### config.mk
export PLATFORM = sky130hd
export DESIGN_NAME = opfwd_exec
export DESIGN_NICKNAME = d
export VERILOG_FILES = /design/src/rtl/opfwd_pkg.sv /design/src/rtl/opfwd_select.sv /design/src/rtl/opfwd_mux.sv /design/src/rtl/opfwd_exec.sv
export SDC_FILE = /design/constraint.sdc
export NUM_CORES = 1
export LEC_CHECK = 0
export ABC_AREA = 0
export ABC_CLOCK_PERIOD_IN_PS = 6500
export BUFFER_PORTS_ARGS = -buffer_cell sky130_fd_sc_hd__buf_2
export CAP_MARGIN = 20
export CORE_AREA = 2 2 110 112
export DETAILED_ROUTE_END_ITERATION = 8
export DIE_AREA = 0 0 112 114
export PLACE_DENSITY = 0.55
export SETUP_SLACK_MARGIN = 0.3
export SLEW_MARGIN = 20
export SYNTH_ARGS = -nofsm -noshare
export SYNTH_HDL_FRONTEND = slang
export SYNTH_HIERARCHICAL = 1
export SYNTH_SLANG_ARGS = --single-unit
### constraint.sdc
create_clock -name vclk -period 6.5
set_clock_uncertainty 0.2 [all_clocks]
set_input_delay 0.65 -clock vclk [all_inputs]
set_output_delay 0.65 -clock vclk [all_outputs]
set_load 0.005 [all_outputs]
### src/rtl/opfwd_pkg.sv
package opfwd_pkg;

    // Operand source encodings; the values are visible on the select ports.
    typedef enum logic [1:0] {
        SRC_RF  = 2'b00,
        SRC_WB  = 2'b01,
        SRC_MEM = 2'b10
    } fwd_src_e;

endpackage

### src/rtl/opfwd_select.sv
module opfwd_select
    import opfwd_pkg::*;
#(
    parameter int RW = 5
) (
    input  logic [RW-1:0] src_idx,
    input  logic          mem_wr,
    input  logic [RW-1:0] mem_dst,
    input  logic          wb_wr,
    input  logic [RW-1:0] wb_dst,
    output fwd_src_e      sel
);

    localparam logic [RW-1:0] ZERO_REG = '0;

    logic mem_hit;
    logic wb_hit;

    always_comb begin
        mem_hit = mem_wr && (mem_dst != ZERO_REG) && (mem_dst == src_idx);
        wb_hit  = wb_wr  && (wb_dst  != ZERO_REG) && (wb_dst  == src_idx);
        // The newer memory-stage producer takes precedence.
        if (mem_hit) begin
            sel = SRC_MEM;
        end else if (wb_hit) begin
            sel = SRC_WB;
        end else begin
            sel = SRC_RF;
        end
    end

endmodule

### src/rtl/opfwd_mux.sv
module opfwd_mux
    import opfwd_pkg::*;
#(
    parameter int DW = 32
) (
    input  fwd_src_e      sel,
    input  logic [DW-1:0] rf_val,
    input  logic [DW-1:0] wb_val,
    input  logic [DW-1:0] mem_val,
    output logic [DW-1:0] y
);

    always_comb begin
        case (sel)
            SRC_MEM: y = mem_val;
            SRC_WB:  y = wb_val;
            default: y = rf_val;
        endcase
    end

endmodule

### src/rtl/opfwd_exec.sv
module opfwd_exec
    import opfwd_pkg::*;
#(
    parameter int DW = 32,
    parameter int RW = 5
) (
    input  logic [RW-1:0] ex_rs_idx,
    input  logic [RW-1:0] ex_rt_idx,
    input  logic [DW-1:0] ex_rs_val,
    input  logic [DW-1:0] ex_rt_val,
    input  logic [DW-1:0] ex_imm,
    input  logic          ex_use_imm,
    input  logic          mem_wr_en,
    input  logic [RW-1:0] mem_dst,
    input  logic [DW-1:0] mem_result,
    input  logic          wb_wr_en,
    input  logic [RW-1:0] wb_dst,
    input  logic [DW-1:0] wb_result,
    output logic [1:0]    sel_a,
    output logic [1:0]    sel_b,
    output logic [DW-1:0] alu_a,
    output logic [DW-1:0] alu_b,
    output logic [DW-1:0] store_data
);

    localparam int NOPS = 2;

    logic [NOPS-1:0][RW-1:0] src_idx;
    logic [NOPS-1:0][DW-1:0] rf_val;
    logic [NOPS-1:0][DW-1:0] fwd_val;
    fwd_src_e                src_sel [NOPS];

    always_comb begin
        src_idx[0] = ex_rs_idx;
        src_idx[1] = ex_rt_idx;
        rf_val[0]  = ex_rs_val;
        rf_val[1]  = ex_rt_val;
    end

    for (genvar g = 0; g < NOPS; g++) begin : g_op
        opfwd_select #(.RW(RW)) i_select (
            .src_idx (src_idx[g]),
            .mem_wr  (mem_wr_en),
            .mem_dst (mem_dst),
            .wb_wr   (wb_wr_en),
            .wb_dst  (wb_dst),
            .sel     (src_sel[g])
        );

        opfwd_mux #(.DW(DW)) i_mux (
            .sel     (src_sel[g]),
            .rf_val  (rf_val[g]),
            .wb_val  (wb_result),
            .mem_val (mem_result),
            .y       (fwd_val[g])
        );
    end

    always_comb begin
        sel_a      = src_sel[0];
        sel_b      = src_sel[1];
        alu_a      = fwd_val[0];
        store_data = fwd_val[1];
        alu_b      = ex_use_imm ? ex_imm : fwd_val[1];
    end

endmodule

==> qor.yml <==
yosys:
  yosysSeqAreaShare: 0
  syn_nets: 491
  ys_types: 22
  syn_area_um2: 2140
  yosys.area.top_type_share: 0.225
  synth_area_per_cell_um2: 7.03
  synth.area.top_cells: "a22oi_1 22%, mux2_4 21%, o21ai_1 14%, nand2_1 12%, buf_2 4.7%"
  yosysTopAreaCell: "a22oi_1"
  yosysWarnings: 6
  synthCells: 304
critical_path:
  crit_required_ns: 5.65
  end_kind: "output port"
  start_kind: "primary input"
  criticalPathCategory: "in2out"
  worst-path-max-fanout: 17
  critical_path_arrival_ns: 3.31
power:
  fin_total_pwr_mw: 0.209
  powerDensity_nw_per_um2: 59.4
  power.leakage_nw: 1.83
  ir_worst_vdd_v: 0.0000382
route:
  drcViolationCount: 0
  wire_per_inst_um: 14.6
  postRouteAntennaNets: 0
  viasPerCell: 4.67
  vias: 3289
  firstDrtPassIters: 5
  wirelength_um: 10200
  drt_iter0_drc: 133
min_path:
  hold_depth: 4
  hold_path_class: "in2out"
sta:
  max_slew_margin: 0.253
  final.min_clock_period_ns: 4.16
  rsz0062_at_grt: "no"
  fmax_ghz: 0.240
  max_slew.worst_pin.slew_ns: 1.12
  whs_ns: 1.38
  setup_tns_ns: 0
  setup_viol: 0
  hold_violations: 0
  finalCritPeriodShare: 0.640
  finalMaxSlewViolations: 0
global_routing:
  track_usage: 0.133
  grt-ovfl-total: 0
  antenna_found_initial: 0
  grt_pass1_vias: 2959
  grt_pass1_wl_um: 14400
  grt_start_max_net_pins: 65
finish:
  fin_nets: 746
  drive_gt1_frac: 0.583
  nClkBuffers: 0
  syn_to_final_growth_pct: 64.9
  multi_input_area_um2: 1890
  ff_latch_area_um2: 0
  design.seq.count: 0
  fin_util: 0.301
  antenna_cells: 0
  fillers: 1300
floorplanning:
  die_w_um: 112
  die_area_um2: 12800
  initial_core_util: 0.182
  core_area_um2: 11700
  die_y_um: 114
  io_pins: 283
  placementRows: 40
clock_tree:
  cts_hold_buf: 0
  cts-resized-gates: 0
  post-cts-setup-buffers: 0
placed_design:
  portBuffers: 283
  gp_congestion: 0.832
  dp_hpwl_um: 8180
run:
  cap_viol_max_count: 0
run_status:
  status: "finished clean"
logic make-up (layout without fill, tap and decap cells):
| family | count (synthesis) | count (layout) | synth area share |
|---|---|---|---|
| compound gates | 134 | 134 | 0.407 |
| simple gates | 82 | 82 | 0.157 |
| buf+inv | 36 | 289 | 0.126 |
| mux | 32 | 32 | 0.221 |
| xor+xnor | 16 | 16 | 0.0656 |
| fa+ha+maj | 4 | 4 | 0.0234 |
per-stage QoR:
stage	setup WS [ns]	cell area, µm²	instances
5_1_grt	2.15	3520	704
4_1_cts	2.22	3500	704
6_report	2.34	3520	704
2_1_floorplan	3.18	2140	304
3_3_place_gp	2.25	3500	704
3_5_place_dp	2.23	3500	704
critical path, stage by stage:
cell and delay [ns]:
buf_2 0.14, o41ai_2 0.36, a211oi_2 0.17, nor3_2 0.26
ha_1 0.72, buf_4 0.35, a22oi_1 0.11, o21ai_1 0.24
mux2_4 0.19, buf_2 0.11
cell usage after synthesis, drive strengths merged:
library cell,instances
a211oi,2
a21oi,2
a22oi,64
buf,32
ha,4
inv,4
mux2,32
nand2,68
nand3,4
nor2,2
nor3,6
nor4,2
o21ai,64
o41ai,2
xnor2,10
xor2,6
area by class of cell:
class                      instances  area share
inverter                           4     0.00426
tap                              147      0.0522
multi-input combinational        268       0.537
timing repair buffer             285       0.406
power by group:
part           internal (mW)  switching (mW)
Clock                      0               0
Combinational          0.116          0.0932
Sequential                 0               0
Total                  0.116          0.0932
layout by cell type, fill, tap and decap left out, drive strengths merged, types with 4 or more instances in the layout:
master | netlist | final
nor3 | 6 | 6
o21ai | 64 | 64
ha | 4 | 4
inv | 4 | 4
nand2 | 68 | 68
mux2 | 32 | 32
buf | 32 | 285
xnor2 | 10 | 10
nand3 | 4 | 4
xor2 | 6 | 6
a22oi | 64 | 64
layer usage:
| layer | vias to the layer above | GRT usage | share of wire |
|---|---|---|---|
| met5 | - | 0 | 0 |
| met4 | 0 | 0.0146 | 0.0062 |
| met3 | 6 | 0.0112 | 0.068 |
| met2 | 153 | 0.259 | 0.52 |
| met1 | 1488 | 0.164 | 0.40 |
| li1 | 1642 | - | - |
path summary, 6_finish.rpt:
check / start / to
worst min-delay path: ex_rs_val[20] / alu_a[20]
worst max-delay path: mem_dst[0] / alu_b[4]
Power figures use the tool's default switching activity.
